## src/rtl/chain_readout_pkg.sv

```systemverilog
// Shared types for the cascaded converter readout controller.
package chain_readout_pkg;
    // Frame sequencing states
    typedef enum logic [2:0] {
        ST_IDLE,
        ST_CONV,
        ST_WLOW,
        ST_WHIGH,
        ST_READ,
        ST_DONE
    } rd_state_t;
endpackage

```

## src/rtl/rd_sequencer.sv

```systemverilog
// Frame sequencer: issues the convert pulse, follows BUSY low then high,
// runs the read burst and closes the frame with done.
// Assumes TIMEOUT_CYC > CONV_CYC >= 1.
module rd_sequencer
    import chain_readout_pkg::*;
#(
    parameter int CONV_CYC    = 4,
    parameter int TIMEOUT_CYC = 64
) (
    input  logic      clk,
    input  logic      rst_n,
    input  logic      start_i,
    input  logic      busy_i,
    input  logic      burst_end_i,
    output rd_state_t state_o,
    output logic      start_ok_o,
    output logic      timeout_o
);
    localparam int TW = $clog2(TIMEOUT_CYC + 1);

    logic [TW-1:0] tcnt;
    logic          waiting;

    assign start_ok_o = (state_o == ST_IDLE) && start_i;
    assign waiting    = (state_o == ST_CONV) || (state_o == ST_WLOW) ||
                        (state_o == ST_WHIGH);

    // State progression with a single timer counting from the accepted start
    always_ff @(posedge clk) begin
        if (!rst_n) begin
            state_o   <= ST_IDLE;
            tcnt      <= '0;
            timeout_o <= 1'b0;
        end else if (start_ok_o) begin
            state_o   <= ST_CONV;
            tcnt      <= '0;
            timeout_o <= 1'b0;
        end else if (waiting) begin
            tcnt <= tcnt + 1'b1;
            if (tcnt == TW'(TIMEOUT_CYC - 1)) begin
                timeout_o <= 1'b1;
                state_o   <= ST_DONE;
            end else if (state_o == ST_CONV) begin
                if (tcnt == TW'(CONV_CYC - 1)) state_o <= ST_WLOW;
            end else if (state_o == ST_WLOW) begin
                if (!busy_i) state_o <= ST_WHIGH;
            end else begin
                if (busy_i) state_o <= ST_READ;
            end
        end else if (state_o == ST_READ) begin
            if (burst_end_i) state_o <= ST_DONE;
        end else if (state_o == ST_DONE) begin
            state_o <= ST_IDLE;
        end
    end
endmodule

```

## src/rtl/rd_clkgen.sv

```systemverilog
// Gated data-clock generator: while enabled, toggles every HALF_CYC cycles
// starting low, and flags each falling edge and the last one of the burst.
module rd_clkgen #(
    parameter int HALF_CYC = 3,
    parameter int PULSES   = 34
) (
    input  logic clk,
    input  logic rst_n,
    input  logic en_i,
    output logic dclk_o,
    output logic fall_o,
    output logic last_o
);
    localparam int HW = $clog2(HALF_CYC + 1);
    localparam int PW = $clog2(PULSES + 1);

    logic [HW-1:0] hcnt;
    logic [PW-1:0] pcnt;
    logic          turn;

    assign turn   = en_i && (hcnt == HW'(HALF_CYC - 1));
    assign fall_o = turn && dclk_o;
    assign last_o = fall_o && (pcnt == PW'(PULSES - 1));

    // Half-period timer, clock level and pulse counter
    always_ff @(posedge clk) begin
        if (!rst_n || !en_i) begin
            hcnt   <= '0;
            pcnt   <= '0;
            dclk_o <= 1'b0;
        end else if (turn) begin
            hcnt   <= '0;
            dclk_o <= !dclk_o;
            if (dclk_o) pcnt <= pcnt + 1'b1;
        end else begin
            hcnt <= hcnt + 1'b1;
        end
    end
endmodule

```

## src/rtl/rd_deframer.sv

```systemverilog
// Deframer: collects WORD_W bits per slot MSB first on falling-edge strobes,
// emits each word with its chain index, and checks the separator bit.
module rd_deframer #(
    parameter int WORD_W = 16,
    parameter int IDX_W  = 1
) (
    input  logic              clk,
    input  logic              rst_n,
    input  logic              clear_i,
    input  logic              fall_i,
    input  logic              sdata_i,
    output logic              word_valid_o,
    output logic [WORD_W-1:0] word_o,
    output logic [IDX_W-1:0]  word_idx_o,
    output logic              frame_err_o
);
    localparam int BW = $clog2(WORD_W + 1);

    logic [BW-1:0]     bitpos;
    logic [WORD_W-1:0] shreg;
    logic [IDX_W-1:0]  widx;

    // Slot position, shift register, word output and separator check
    always_ff @(posedge clk) begin
        if (!rst_n) begin
            bitpos       <= '0;
            shreg        <= '0;
            widx         <= '0;
            word_valid_o <= 1'b0;
            word_o       <= '0;
            word_idx_o   <= '0;
            frame_err_o  <= 1'b0;
        end else begin
            word_valid_o <= 1'b0;
            if (clear_i) begin
                bitpos      <= '0;
                widx        <= '0;
                frame_err_o <= 1'b0;
            end else if (fall_i) begin
                if (bitpos == BW'(WORD_W)) begin
                    if (sdata_i) frame_err_o <= 1'b1;
                    bitpos <= '0;
                    widx   <= widx + 1'b1;
                end else begin
                    shreg  <= {shreg[WORD_W-2:0], sdata_i};
                    bitpos <= bitpos + 1'b1;
                    if (bitpos == BW'(WORD_W - 1)) begin
                        word_valid_o <= 1'b1;
                        word_o       <= {shreg[WORD_W-2:0], sdata_i};
                        word_idx_o   <= widx;
                    end
                end
            end
        end
    end
endmodule

```

## src/rtl/chain_readout.sv

```systemverilog
// Top of the cascaded converter readout controller. Assumes every converter
// runs in host-clocked mode, the first tag input is tied low, and reading
// happens only in the sampling period after BUSY returns high.
module chain_readout
    import chain_readout_pkg::*;
#(
    parameter int N_DEV       = 2,
    parameter int WORD_W      = 16,
    parameter int HALF_CYC    = 3,
    parameter int CONV_CYC    = 4,
    parameter int TIMEOUT_CYC = 64,
    localparam int IDX_W      = (N_DEV > 1) ? $clog2(N_DEV) : 1
) (
    input  logic              clk,
    input  logic              rst_n,
    input  logic              start_i,
    input  logic              busy_i,
    input  logic              sdata_i,
    output logic              rc_o,
    output logic              dclk_o,
    output logic              word_valid_o,
    output logic [WORD_W-1:0] word_o,
    output logic [IDX_W-1:0]  word_idx_o,
    output logic              done_o,
    output logic              frame_err_o,
    output logic              timeout_err_o
);
    localparam int SLOT_W = WORD_W + 1;
    localparam int PULSES = N_DEV * SLOT_W;

    rd_state_t state;
    logic      start_ok;
    logic      fall;
    logic      last;

    assign rc_o   = (state != ST_CONV);
    assign done_o = (state == ST_DONE);

    rd_sequencer #(
        .CONV_CYC   (CONV_CYC),
        .TIMEOUT_CYC(TIMEOUT_CYC)
    ) u_seq (
        .clk        (clk),
        .rst_n      (rst_n),
        .start_i    (start_i),
        .busy_i     (busy_i),
        .burst_end_i(last),
        .state_o    (state),
        .start_ok_o (start_ok),
        .timeout_o  (timeout_err_o)
    );

    rd_clkgen #(
        .HALF_CYC(HALF_CYC),
        .PULSES  (PULSES)
    ) u_clk (
        .clk   (clk),
        .rst_n (rst_n),
        .en_i  (state == ST_READ),
        .dclk_o(dclk_o),
        .fall_o(fall),
        .last_o(last)
    );

    rd_deframer #(
        .WORD_W(WORD_W),
        .IDX_W (IDX_W)
    ) u_defr (
        .clk         (clk),
        .rst_n       (rst_n),
        .clear_i     (start_ok),
        .fall_i      (fall),
        .sdata_i     (sdata_i),
        .word_valid_o(word_valid_o),
        .word_o      (word_o),
        .word_idx_o  (word_idx_o),
        .frame_err_o (frame_err_o)
    );
endmodule

```

## config.mk

```make
export PLATFORM = sky130hd
export DESIGN_NAME = chain_readout
export DESIGN_NICKNAME = d
export VERILOG_FILES = /design/src/rtl/chain_readout_pkg.sv /design/src/rtl/rd_sequencer.sv /design/src/rtl/rd_clkgen.sv /design/src/rtl/rd_deframer.sv /design/src/rtl/chain_readout.sv
export SDC_FILE = /design/constraint.sdc
export NUM_CORES = 1
export LEC_CHECK = 0
export CAP_MARGIN = 20
export CELL_PAD_IN_SITES_DETAIL_PLACEMENT = 0
export CELL_PAD_IN_SITES_GLOBAL_PLACEMENT = 1
export CORE_AREA = 2 2 74 76
export CTS_BUF_LIST = sky130_fd_sc_hd__clkbuf_16
export CTS_CLUSTER_DIAMETER = 60
export DETAILED_ROUTE_END_ITERATION = 16
export DIE_AREA = 0 0 76 78
export DONT_BUFFER_PORTS = 1
export PLACE_DENSITY_LB_ADDON = 0.1
export SYNTH_ARGS = -nofsm -noshare
export SYNTH_HDL_FRONTEND = slang
export SYNTH_HIERARCHICAL = 1
export SYNTH_SLANG_ARGS = --single-unit
```

## constraint.sdc

```tcl
create_clock -name clk -period 3.3 [get_ports clk]
set_input_delay 0 -clock clk [delete_from_list [all_inputs] [get_ports clk]]
set_output_delay 0 -clock clk [all_outputs]
set_load 0.005 [all_outputs]
```

==> flow_results.xml, run 1 <==
<?xml version="1.0" encoding="UTF-8"?>
<metrics>
  <group name="status">
    <metric name="status" unit="">complete, no violations</metric>
  </group>
  <group name="timing">
    <metric name="setup_viol_count_final" unit="">0</metric>
    <metric name="worst_hold_slack" unit="ns">0.0217</metric>
    <metric name="postLayoutSetupSlackWorst" unit="ns">0.491</metric>
    <metric name="clock-skew-final" unit="ns">0.00558</metric>
    <metric name="setup-tns-final" unit="ns">0</metric>
    <metric name="finalHoldViolCount" unit="">0</metric>
    <metric name="grt_setup_unrepaired" unit="">no</metric>
    <metric name="period_share" unit="">0.851</metric>
    <metric name="period_needed" unit="ns">2.81</metric>
    <metric name="max_slew.worst_pin.slew" unit="ns">0.532</metric>
    <metric name="achievable_frequency" unit="MHz">356</metric>
    <metric name="final-max-slew-violation-count" unit="">0</metric>
    <metric name="slew_limit_headroom" unit="">0.643</metric>
  </group>
  <group name="setup_path">
    <metric name="setup.worst_path.end_class" unit="">flip-flop</metric>
    <metric name="timing.rr.start" unit="">u_seq/state_o[2]</metric>
    <metric name="worstSetupStartpointType" unit="">flip-flop</metric>
    <metric name="worst_r2r_endpoint" unit="">u_seq/state_o[0]</metric>
    <metric name="reg2reg_depth" unit="">8</metric>
    <metric name="worstPathMaxFanout" unit="">12</metric>
    <metric name="path_class" unit="">reg2reg</metric>
    <metric name="worstPathRequired" unit="ns">3.50</metric>
    <metric name="worst-r2r-setup-slack" unit="ns">0.49</metric>
    <metric name="worstPathArrival" unit="ns">3.01</metric>
  </group>
  <group name="finish">
    <metric name="areaGrowthSynthToFinish" unit="%">15.3</metric>
    <metric name="utilization_after_layout" unit="">0.584</metric>
    <metric name="layout-drive-gt1-share" unit="">0.109</metric>
    <metric name="final_net_count" unit="">283</metric>
    <metric name="n_antenna_cell" unit="">0</metric>
  </group>
  <group name="clock_network">
    <metric name="worstSkewPairLatency" unit="ns">0.31</metric>
    <metric name="ctsRootBufferMaster" unit="">sky130_fd_sc_hd__clkbuf_16</metric>
    <metric name="clkTransAtPathRegs" unit="ns">0.05</metric>
    <metric name="tritoncts" unit="">yes</metric>
    <metric name="number_of_buffers_created_by_cts" unit="">9</metric>
    <metric name="clock_sink_count" unit="">60</metric>
    <metric name="htree_num_levels" unit="">3</metric>
    <metric name="postCtsResizedCells" unit="">0</metric>
    <metric name="cts-root-to-sink-buffers" unit="">2</metric>
  </group>
  <group name="min_path">
    <metric name="whs_path_depth" unit="">3</metric>
    <metric name="hold_path_class" unit="">in2reg</metric>
    <metric name="hold_start" unit="">rst_n</metric>
    <metric name="worstHoldEndpoint" unit="">u_defr/word_o[9]</metric>
  </group>
  <group name="yosys">
    <metric name="netlist-cell-type-count" unit="">44</metric>
    <metric name="count_of_flip_flops_with_a_built_in_enable_after_synthesis" unit="">0</metric>
    <metric name="postSynthNetCount" unit="">277</metric>
    <metric name="syn-instance-count" unit="">265</metric>
    <metric name="mappedNetlistArea" unit="mm²">0.00256</metric>
    <metric name="yosys-top-cells-area" unit="">sky130_fd_sc_hd__dfxtp_1, sky130_fd_sc_hd__mux2i_1, sky130_fd_sc_hd__nand2_1, sky130_fd_sc_hd__nor2_1, sky130_fd_sc_hd__ha_1</metric>
    <metric name="area_share_of_the_leading_cell_type_in_the_synthesized_netlist" unit="">0.470</metric>
    <metric name="synth_async_sr_flop_share" unit="">0</metric>
    <metric name="synthesis.area_per_instance" unit="µm²">9.65</metric>
    <metric name="postSynthRegisterBits" unit="">60</metric>
    <metric name="yosys_warning_count" unit="">6</metric>
    <metric name="synth_seq_area_share" unit="">0.470</metric>
    <metric name="postSynth.topFlopCell" unit="">sky130_fd_sc_hd__dfxtp_1</metric>
    <metric name="synthDominantAreaCellType" unit="">sky130_fd_sc_hd__dfxtp_1</metric>
  </group>
  <group name="global_routing">
    <metric name="grt_util_all_layers" unit="">0.171</metric>
    <metric name="global_route_wire_length_before_repair" unit="µm">8010</metric>
    <metric name="globalRouteOverflowTotal" unit="">0</metric>
    <metric name="grt_antenna_before_repair" unit="">0</metric>
    <metric name="first_global_vias" unit="">1774</metric>
    <metric name="maximum_number_of_pins_on_one_net_before_global_route_repair" unit="">39</metric>
  </group>
  <group name="placed_design">
    <metric name="hpwl" unit="µm">2820</metric>
    <metric name="routabilityCongestion" unit="">0.748</metric>
    <metric name="port-buffer-count" unit="">0</metric>
    <metric name="place_worst_setup_slack" unit="ns">0.865</metric>
  </group>
  <group name="floorplan">
    <metric name="fp-row-count" unit="">26</metric>
    <metric name="die_area" unit="mm²">0.00593</metric>
    <metric name="num_io_pins" unit="">28</metric>
    <metric name="coreArea" unit="mm²">0.00504</metric>
    <metric name="start_util" unit="">0.507</metric>
    <metric name="die_width" unit="µm">76</metric>
    <metric name="dieHeight" unit="µm">78</metric>
  </group>
  <group name="drt">
    <metric name="postRouteAntennaNets" unit="">0</metric>
    <metric name="wire_per_inst" unit="µm">13.0</metric>
    <metric name="avgViaCountPerCell" unit="">5.07</metric>
    <metric name="vias_post_dr" unit="">1753</metric>
    <metric name="dr.pass1.iters" unit="">4</metric>
    <metric name="post-route-drc-count" unit="">0</metric>
    <metric name="route.final.wire_length" unit="µm">4490</metric>
    <metric name="detailedRoute.firstIterationViolations" unit="">74</metric>
  </group>
  <group name="power">
    <metric name="vdd.ir_drop.worst" unit="mV">0.355</metric>
    <metric name="overall_power_consumption" unit="W">0.00175</metric>
    <metric name="power_per_cell_area" unit="mW/mm²">593</metric>
    <metric name="total_leakage_power" unit="nW">1.02</metric>
  </group>
  <group name="flow_run">
    <metric name="maximum_capacitance_violations" unit="">0</metric>
  </group>
</metrics>
[cell type report]
cell class,count,area (µm²)
fillers,463,2100
flip-flops and latches,60,1200
clock inverters,7,91.3
multi-input cells,184,1230
clock buffers,9,225
inverters,9,33.8
well taps,70,87.6
repair buffers,7,72.6
[cell usage after synthesis, types with 3 or more instances]
cell and number:
sky130_fd_sc_hd__inv_1 9, sky130_fd_sc_hd__o21ai_0 6, sky130_fd_sc_hd__mux2i_1 33, sky130_fd_sc_hd__clkbuf_1 6
sky130_fd_sc_hd__nor3_1 6, sky130_fd_sc_hd__nand2b_1 3, sky130_fd_sc_hd__nand2_1 43, sky130_fd_sc_hd__xor2_1 7
sky130_fd_sc_hd__buf_6 3, sky130_fd_sc_hd__a21oi_1 6, sky130_fd_sc_hd__nor2_1 28, sky130_fd_sc_hd__xnor2_1 6
sky130_fd_sc_hd__a21o_1 3, sky130_fd_sc_hd__dfxtp_1 60, sky130_fd_sc_hd__and3_1 3, sky130_fd_sc_hd__nand3_1 5
sky130_fd_sc_hd__ha_1 7
[flip-flops by register name (all words and copies together), names as in the netlist]
name                 flops
u_clk/pcnt               6
u_defr/widx              1
u_seq/timeout_o          1
u_clk/hcnt               2
u_defr/frame_err_o       1
u_seq/tcnt               7
u_defr/word_idx_o        1
u_defr/shreg            15
u_defr/word_valid_o      1
u_seq/state_o            3
u_defr/bitpos            5
u_defr/word_o           16
u_clk/dclk_o             1
[timing repair]
item                                   in CTS  in global routing
setup buffers                               0                  0
hold buffers                                4                  0
endpoints found under the hold margin      38                  0
setup endpoints to repair                   0                  0
[power by group]
part | internal [W] | leakage, nW | switching, W
combinational | 0.0000178 | 0.375 | 0.0000261
sequential | 0.000728 | 0.483 | 0.00000609
clock | 0.000657 | 0.157 | 0.000312
[cell families (layout without fill, tap and decap cells)]
logic type / after synthesis / after routing / share of synthesized area
AOI/OAI and AO/OA: 26 / 26 / 0.0685
xor gates and xnor gates: 13 / 13 / 0.0445
adders and majority gates: 7 / 7 / 0.0343
buffers and inverters: 21 / 32 / 0.0470
DFF: 60 / 60 / 0.470
muxes: 34 / 34 / 0.134
and+or+nand+nor: 104 / 104 / 0.202
[worst max-delay path by stage]
| stage | start | to | cells past startpoint |
|---|---|---|---|
| 4_1_cts | u_seq/state_o[2] | u_seq/state_o[0] | 8 |
| 6_report | u_seq/state_o[2] | u_seq/state_o[0] | 8 |
| 5_1_grt | u_seq/state_o[2] | u_seq/state_o[0] | 8 |
| 3_5_place_dp | u_seq/state_o[2] | u_defr/word_o[3] | 8 |
| 3_3_place_gp | u_seq/state_o[2] | u_defr/word_o[7] | 8 |
| 2_1_floorplan | u_seq/state_o[2] | u_defr/word_o[10] | 9 |
[cell usage in the layout (no fill, tap or decap), types with 2 or more instances in the layout]
cell type                       instances
sky130_fd_sc_hd__clkbuf_16              9
sky130_fd_sc_hd__dlygate4sd3_1          3
sky130_fd_sc_hd__mux2i_1               33
sky130_fd_sc_hd__o211ai_2               2
sky130_fd_sc_hd__nor3_1                 6
sky130_fd_sc_hd__clkinv_2               2
sky130_fd_sc_hd__a21o_1                 3
sky130_fd_sc_hd__nand2_1               43
sky130_fd_sc_hd__nand4_1                2
sky130_fd_sc_hd__nand2b_1               3
sky130_fd_sc_hd__a21oi_1                6
sky130_fd_sc_hd__a211oi_1               2
sky130_fd_sc_hd__o21ai_0                6
sky130_fd_sc_hd__inv_1                  9
sky130_fd_sc_hd__nor2_1                28
sky130_fd_sc_hd__buf_4                  3
sky130_fd_sc_hd__clkinv_4               2
sky130_fd_sc_hd__nand3_1                5
sky130_fd_sc_hd__ha_1                   7
sky130_fd_sc_hd__bufinv_16              2
sky130_fd_sc_hd__xor2_1                 7
sky130_fd_sc_hd__xnor2_1                6
sky130_fd_sc_hd__dfxtp_1               60
sky130_fd_sc_hd__and3_1                 3
[critical path, cell delays in order, from the launching register on]
cell and delay (ns):
sky130_fd_sc_hd__dfxtp_1 0.50, sky130_fd_sc_hd__nor3b_1 0.46, sky130_fd_sc_hd__nand3_2 0.21, sky130_fd_sc_hd__nor2_1 0.16, sky130_fd_sc_hd__nor2_1 0.05, sky130_fd_sc_hd__o21ai_0 0.26, sky130_fd_sc_hd__o211ai_2 0.17, sky130_fd_sc_hd__o311a_1 0.35
sky130_fd_sc_hd__dlygate4sd3_1 0.55
[routing by layer]
layer	up-vias	wire (µm)	GRT usage
met2	26	1890	0.254
met5	-	0	0
met1	805	2330	0.222
met4	0	60	0.0927
li1	916	-	-
met3	6	198	0.0535
[stage by stage]
step / cell area [µm²] / instances
after detailed placement: 2580 / 326
after global placement: 2580 / 326
after global routing: 2950 / 346
after CTS: 2950 / 346
after floorplan: 2560 / 265
final: 2950 / 346
No activity file was read; power rests on OpenSTA's default activity.
==> run 2: changes to the inputs <==
Settings changed: TNS_END_PERCENT from default to 50.
Clock period 3.3 ns to 3.5 ns, I/O delays scaled along.
==> flow_results.xml, run 2 (synthesis results as in run 1) <==
<?xml version="1.0" encoding="UTF-8"?>
<metrics>
  <group name="finish">
    <metric name="layout.cells.most_common" unit="">sky130_fd_sc_hd__dfxtp_1</metric>
    <metric name="multi_input_area" unit="mm²">0.00123</metric>
    <metric name="fillCellCount" unit="">479</metric>
    <metric name="areaGrowthSynthToFinish" unit="%">14.5</metric>
    <metric name="layout-drive-gt1-share" unit="">0.0985</metric>
    <metric name="largest_register_ff_count" unit="">16</metric>
    <metric name="final-seq-area" unit="mm²">0.00120</metric>
    <metric name="max_flop_register" unit="">u_defr/word_o</metric>
    <metric name="layout.cells.most_common_list" unit="">sky130_fd_sc_hd__dfxtp_1, sky130_fd_sc_hd__nand2_1, sky130_fd_sc_hd__mux2i_1</metric>
    <metric name="final_net_count" unit="">282</metric>
    <metric name="largestRegisters" unit="">u_defr/word_o: 16 flops, u_defr/shreg: 15 flops, u_seq/tcnt: 7 flops</metric>
    <metric name="n_antenna_cell" unit="">0</metric>
  </group>
  <group name="flow_run">
    <metric name="maximum_capacitance_violations" unit="">0</metric>
  </group>
  <group name="timing">
    <metric name="achievable_frequency" unit="MHz">368</metric>
    <metric name="period_share" unit="">0.777</metric>
    <metric name="period_needed" unit="ns">2.72</metric>
    <metric name="worst_hold_slack" unit="ns">0.0222</metric>
    <metric name="clock-skew-final" unit="ns">0.00525</metric>
    <metric name="slew_limit_headroom" unit="">0.672</metric>
    <metric name="postLayoutSetupSlackWorst" unit="ns">0.781</metric>
    <metric name="max_slew.worst_pin.slew" unit="ns">0.488</metric>
    <metric name="finalHoldViolCount" unit="">0</metric>
    <metric name="final-max-slew-violation-count" unit="">0</metric>
    <metric name="setup_viol_count_final" unit="">0</metric>
    <metric name="setup-tns-final" unit="ns">0</metric>
    <metric name="grt_setup_unrepaired" unit="">no</metric>
  </group>
  <group name="floorplan">
    <metric name="start_util" unit="">0.507</metric>
    <metric name="die_area" unit="mm²">0.00593</metric>
    <metric name="coreArea" unit="mm²">0.00504</metric>
    <metric name="num_io_pins" unit="">28</metric>
    <metric name="fp-row-count" unit="">26</metric>
    <metric name="die_width" unit="µm">76</metric>
    <metric name="dieHeight" unit="µm">78</metric>
  </group>
  <group name="drt">
    <metric name="detailedRoute.firstIterationViolations" unit="">90</metric>
    <metric name="vias_post_dr" unit="">1736</metric>
    <metric name="avgViaCountPerCell" unit="">5.05</metric>
    <metric name="postRouteAntennaNets" unit="">0</metric>
    <metric name="post-route-drc-count" unit="">0</metric>
    <metric name="dr.pass1.iters" unit="">4</metric>
    <metric name="wire_per_inst" unit="µm">13.1</metric>
    <metric name="route.final.wire_length" unit="µm">4500</metric>
  </group>
  <group name="power">
    <metric name="netSwitchingPower" unit="W">0.000313</metric>
    <metric name="comb_power_share" unit="">0.026</metric>
    <metric name="p_int" unit="W">0.00131</metric>
    <metric name="seq_power_share" unit="">0.425</metric>
    <metric name="pwr-share-clk" unit="">0.549</metric>
    <metric name="power_per_cell_area" unit="mW/mm²">556</metric>
    <metric name="total_leakage_power" unit="nW">0.999</metric>
    <metric name="swShare" unit="">0.192</metric>
    <metric name="vdd.ir_drop.worst" unit="mV">0.347</metric>
  </group>
  <group name="placed_design">
    <metric name="port-buffer-count" unit="">0</metric>
    <metric name="hpwl" unit="µm">2910</metric>
    <metric name="place_worst_setup_slack" unit="ns">0.943</metric>
    <metric name="routabilityCongestion" unit="">0.749</metric>
  </group>
  <group name="clock_network">
    <metric name="cts-root-to-sink-buffers" unit="">2</metric>
    <metric name="htree_num_levels" unit="">3</metric>
    <metric name="number_of_buffers_created_by_cts" unit="">9</metric>
    <metric name="clkTransAtPathRegs" unit="ns">0.05</metric>
    <metric name="post-cts-setup-buffers" unit="">0</metric>
    <metric name="clock_sink_count" unit="">60</metric>
    <metric name="tritoncts" unit="">yes</metric>
    <metric name="ctsRootBufferMaster" unit="">sky130_fd_sc_hd__clkbuf_16</metric>
    <metric name="worstSkewPairLatency" unit="ns">0.31</metric>
  </group>
  <group name="global_routing">
    <metric name="grt_antenna_before_repair" unit="">0</metric>
    <metric name="globalRouteOverflowTotal" unit="">0</metric>
    <metric name="maximum_number_of_pins_on_one_net_before_global_route_repair" unit="">39</metric>
    <metric name="grt_util_all_layers" unit="">0.164</metric>
    <metric name="global_route_wire_length_before_repair" unit="µm">7650</metric>
    <metric name="first_global_vias" unit="">1727</metric>
  </group>
  <group name="setup_path">
    <metric name="worstSetupStartpointType" unit="">flip-flop</metric>
    <metric name="path_class" unit="">reg2reg</metric>
    <metric name="worstPathMaxFanout" unit="">12</metric>
    <metric name="worst-r2r-setup-slack" unit="ns">0.78</metric>
    <metric name="worstPathRequired" unit="ns">3.70</metric>
    <metric name="worstPathArrival" unit="ns">2.92</metric>
    <metric name="setup.worst_path.end_class" unit="">flip-flop</metric>
  </group>
  <group name="status">
    <metric name="status" unit="">complete, no violations</metric>
  </group>
  <group name="min_path">
    <metric name="hold_path_class" unit="">in2reg</metric>
  </group>
</metrics>
[run 2: cell count changes in the layout (fill, tap and decap cells not counted), sizes merged]
| cell | delta |
|---|---|
| buf | -1 |
| clkinvlp | +1 |
| clkinv | -2 |
[run 2: final cells by class]
cell class | count | share of cell area
repair buffers | 6 | 0.0222
clock buffers | 9 | 0.0769
inverters | 9 | 0.0115
well taps | 70 | 0.0299
clock inverters | 6 | 0.0274
multi-input cells | 184 | 0.422
flip-flops and latches | 60 | 0.410
[run 2: power by group through the flow]
stage	Combinational, W	Clock (W)	Sequential, W
final	0.0000421	0.000893	0.000693
after global routing	0.0000477	0.000951	0.000692
after floorplan	0.0000331	0	0.000702
after CTS	0.0000426	0.000920	0.000692
after global placement	0.0000290	0	0.000706
after detailed placement	0.0000290	0	0.000706
[run 2: worst paths after layout]
path | from | depth (start not counted) | end
setup / recovery | u_seq/state_o[2] | 8 | u_seq/state_o[0]
hold / removal | rst_n | 2 | u_seq/state_o[2]
setup reg to reg | u_seq/state_o[2] | 8 | u_seq/state_o[0]
hold reg to reg | u_clk/hcnt[0] | 1 | u_clk/hcnt[0]
[run 2: worst max-delay path, stage by stage (launching register included)]
cell and delay, ns:
sky130_fd_sc_hd__dfxtp_1 0.50, sky130_fd_sc_hd__nor3b_1 0.41, sky130_fd_sc_hd__nand3_2 0.19, sky130_fd_sc_hd__nor2_1 0.15
sky130_fd_sc_hd__nor2_1 0.04, sky130_fd_sc_hd__o21ai_0 0.26, sky130_fd_sc_hd__o211ai_2 0.17, sky130_fd_sc_hd__o311a_1 0.34
sky130_fd_sc_hd__dlygate4sd3_1 0.54
[run 2: metal layers]
layer,wire length [µm],part of all wire,global-route usage
met2,1860,0.41,0.246
met4,55,0.012,0.0982
met3,169,0.038,0.0442
met1,2420,0.54,0.213
met5,0,0,0
[run 2: per-stage QoR]
step / utilization / cell area [µm²] / power (W) / std cells
final: 0.581 / 2930 / 0.00163 / 344
after global routing: 0.581 / 2930 / 0.00169 / 344
after CTS: 0.581 / 2930 / 0.00165 / 344
after detailed placement: 0.510 / 2570 / 0.000735 / 325
after global placement: 0.510 / 2570 / 0.000735 / 325
after floorplan: - / 2560 / 0.000735 / 265
[run 2: timing repair]
| action | in CTS | in global routing |
|---|---|---|
| hold endpoints to repair | 38 | 0 |
| resized for setup | 0 | 0 |
| hold buffers | 4 | 0 |
| endpoints found under the setup margin | 0 | 0 |
==> run 3: changes to the inputs <==
Settings changed: CORE_AREA 2 2 74 76 to 2 2 81 83, DIE_AREA 0 0 76 78 to 0 0 83 85.
Clock period 3.5 ns to 2.4 ns, I/O delays scaled along.
==> flow_results.xml, run 3 (synthesis results as in run 1) <==
<?xml version="1.0" encoding="UTF-8"?>
<metrics>
  <group name="timing">
    <metric name="final-max-slew-violation-count" unit="">0</metric>
    <metric name="period_share" unit="">0.829</metric>
    <metric name="achievable_frequency" unit="MHz">502</metric>
    <metric name="worst_hold_slack" unit="ns">0.0419</metric>
    <metric name="setup-tns-final" unit="ns">0</metric>
    <metric name="max_slew.worst_pin.slew" unit="ns">0.539</metric>
    <metric name="setup_viol_count_final" unit="">0</metric>
    <metric name="finalHoldViolCount" unit="">0</metric>
    <metric name="period_needed" unit="ns">1.99</metric>
    <metric name="clock-skew-final" unit="ns">0.00764</metric>
    <metric name="grt_setup_unrepaired" unit="">no</metric>
    <metric name="slew_limit_headroom" unit="">0.638</metric>
  </group>
  <group name="power">
    <metric name="vdd.ir_drop.worst" unit="mV">0.524</metric>
    <metric name="pwr-share-clk" unit="">0.508</metric>
    <metric name="seq_power_share" unit="">0.460</metric>
    <metric name="total_leakage_power" unit="nW">1.00</metric>
    <metric name="p_int" unit="W">0.00171</metric>
    <metric name="power_per_cell_area" unit="mW/mm²">747</metric>
    <metric name="comb_power_share" unit="">0.032</metric>
    <metric name="netSwitchingPower" unit="W">0.000474</metric>
    <metric name="swShare" unit="">0.217</metric>
  </group>
  <group name="drt">
    <metric name="avgViaCountPerCell" unit="">4.96</metric>
    <metric name="wire_per_inst" unit="µm">13.3</metric>
    <metric name="vias_post_dr" unit="">1760</metric>
    <metric name="detailedRoute.firstIterationViolations" unit="">62</metric>
    <metric name="route.final.wire_length" unit="µm">4720</metric>
    <metric name="post-route-drc-count" unit="">0</metric>
    <metric name="dr.pass1.iters" unit="">4</metric>
    <metric name="postRouteAntennaNets" unit="">0</metric>
  </group>
  <group name="finish">
    <metric name="areaGrowthSynthToFinish" unit="%">14.2</metric>
    <metric name="final_net_count" unit="">286</metric>
    <metric name="layout.cells.most_common_list" unit="">sky130_fd_sc_hd__dfxtp_1, sky130_fd_sc_hd__nand2_1, sky130_fd_sc_hd__mux2i_1</metric>
    <metric name="final_cell_area" unit="mm²">0.00292</metric>
    <metric name="n_antenna_cell" unit="">0</metric>
    <metric name="largest_register_ff_count" unit="">16</metric>
    <metric name="layout.cells.most_common" unit="">sky130_fd_sc_hd__dfxtp_1</metric>
    <metric name="largestRegisters" unit="">u_defr/word_o: 16 flops, u_defr/shreg: 15 flops, u_seq/tcnt: 7 flops</metric>
    <metric name="layout-drive-gt1-share" unit="">0.115</metric>
    <metric name="final_cells" unit="">355</metric>
    <metric name="max_flop_register" unit="">u_defr/word_o</metric>
    <metric name="utilization_after_layout" unit="">0.471</metric>
  </group>
  <group name="setup_path">
    <metric name="worstSetupStartpointType" unit="">flip-flop</metric>
    <metric name="setup.worst_path.end_class" unit="">flip-flop</metric>
    <metric name="reg2reg_depth" unit="">7</metric>
    <metric name="worstPathRequired" unit="ns">2.65</metric>
    <metric name="worst-r2r-setup-slack" unit="ns">0.41</metric>
    <metric name="endpoint" unit="">u_defr/word_o[7]</metric>
    <metric name="path_class" unit="">reg2reg</metric>
    <metric name="worstPathArrival" unit="ns">2.24</metric>
    <metric name="worstPathMaxFanout" unit="">18</metric>
    <metric name="worst_r2r_endpoint" unit="">u_defr/word_o[7]</metric>
    <metric name="critical_path.startpoint" unit="">u_seq/state_o[1]</metric>
    <metric name="timing.rr.start" unit="">u_seq/state_o[1]</metric>
  </group>
  <group name="floorplan">
    <metric name="die_area" unit="mm²">0.00706</metric>
    <metric name="fp-row-count" unit="">29</metric>
    <metric name="num_io_pins" unit="">28</metric>
    <metric name="start_util" unit="">0.412</metric>
    <metric name="coreArea" unit="mm²">0.00620</metric>
    <metric name="dieHeight" unit="µm">85</metric>
    <metric name="die_width" unit="µm">83</metric>
  </group>
  <group name="global_routing">
    <metric name="grt_util_all_layers" unit="">0.142</metric>
    <metric name="grt_util_met2" unit="">0.213</metric>
    <metric name="first_global_vias" unit="">1669</metric>
    <metric name="global_route_wire_length_before_repair" unit="µm">7830</metric>
    <metric name="grt.met1_usage" unit="">0.178</metric>
    <metric name="grt_antenna_before_repair" unit="">0</metric>
    <metric name="maximum_number_of_pins_on_one_net_before_global_route_repair" unit="">39</metric>
    <metric name="busiest_layer" unit="">met2</metric>
    <metric name="grtUsageMet3" unit="">0.0554</metric>
    <metric name="globalRouteOverflowTotal" unit="">0</metric>
  </group>
  <group name="clock_network">
    <metric name="postCtsResizedCells" unit="">0</metric>
    <metric name="worstSkewPairLatency" unit="ns">0.32</metric>
    <metric name="cts-root-to-sink-buffers" unit="">2</metric>
    <metric name="ctsRootBufferMaster" unit="">sky130_fd_sc_hd__clkbuf_16</metric>
    <metric name="tritoncts" unit="">yes</metric>
    <metric name="clock_sink_count" unit="">60</metric>
    <metric name="clkTransAtPathRegs" unit="ns">0.05</metric>
    <metric name="htree_num_levels" unit="">3</metric>
    <metric name="number_of_buffers_created_by_cts" unit="">9</metric>
  </group>
  <group name="placed_design">
    <metric name="routabilityCongestion" unit="">0.720</metric>
    <metric name="hpwl" unit="µm">3060</metric>
    <metric name="placedInstanceArea" unit="mm²">0.00261</metric>
    <metric name="dp.cells" unit="">336</metric>
    <metric name="port-buffer-count" unit="">0</metric>
  </group>
  <group name="min_path">
    <metric name="hold_path_class" unit="">in2reg</metric>
  </group>
  <group name="flow_run">
    <metric name="maximum_capacitance_violations" unit="">0</metric>
  </group>
  <group name="status">
    <metric name="status" unit="">complete, no violations</metric>
  </group>
</metrics>
[run 3: worst max-delay path, stage by stage, from the launching register on]
cell and delay, ns:
sky130_fd_sc_hd__dfxtp_1 0.31, sky130_fd_sc_hd__nor3b_1 0.36, sky130_fd_sc_hd__nand3_2 0.19, sky130_fd_sc_hd__inv_1 0.11, sky130_fd_sc_hd__inv_1 0.10, sky130_fd_sc_hd__nor4b_4 0.27
sky130_fd_sc_hd__buf_4 0.35, sky130_fd_sc_hd__mux2i_1 0.23
[run 3: metrics by stage]
stage          total power [W]  setup slack [ns]
6_report               0.00218             0.410
4_1_cts                0.00222             0.401
3_3_place_gp           0.00108             0.457
5_1_grt                0.00227             0.219
3_5_place_dp           0.00108             0.421
2_1_floorplan          0.00107             0.381
[run 3: per-layer routing]
| layer | vias to the layer above | part of all wire |
|---|---|---|
| met3 | 7 | 0.045 |
| met1 | 810 | 0.49 |
| li1 | 915 | - |
| met2 | 28 | 0.44 |
| met4 | 0 | 0.017 |
| met5 | - | 0 |
[run 3: area by class of cell]
type,instances,area (µm²)
Clock buffer,9,225
Clock inverter,6,33.8
Fill cell,634,3280
Inverter,9,33.8
Multi-Input combinational cell,184,1230
Sequential cell,60,1200
Tap cell,77,96.3
Timing Repair Buffer,10,95.1
[run 3: power by group through the flow]
stage          logic [W]  clock network (W)  registers (W)
2_1_floorplan  0.0000483                  0        0.00102
3_3_place_gp   0.0000526                  0        0.00102
3_5_place_dp   0.0000528                  0        0.00102
4_1_cts        0.0000713            0.00115        0.00100
5_1_grt        0.0000777            0.00119        0.00100
6_report       0.0000699            0.00111        0.00100
[run 3: worst min-delay path by stage]
stage | startpoint | endpoint | slack, ns | cells after the start
after global placement | rst_n | u_defr/word_valid_o | 0.14 | 1
after CTS | rst_n | u_clk/pcnt[4] | 0.03 | 2
after floorplan | rst_n | u_seq/state_o[0] | 0.13 | 1
final | rst_n | u_clk/pcnt[4] | 0.04 | 2
after detailed placement | rst_n | u_defr/word_valid_o | 0.14 | 1
after global routing | rst_n | u_clk/hcnt[1] | 0.07 | 2
[run 3: repair_timing]
action | 4_1_cts | 5_1_grt
setup buffers | 0 | 0
hold endpoints to repair | 38 | 0
hold buffers | 4 | 0
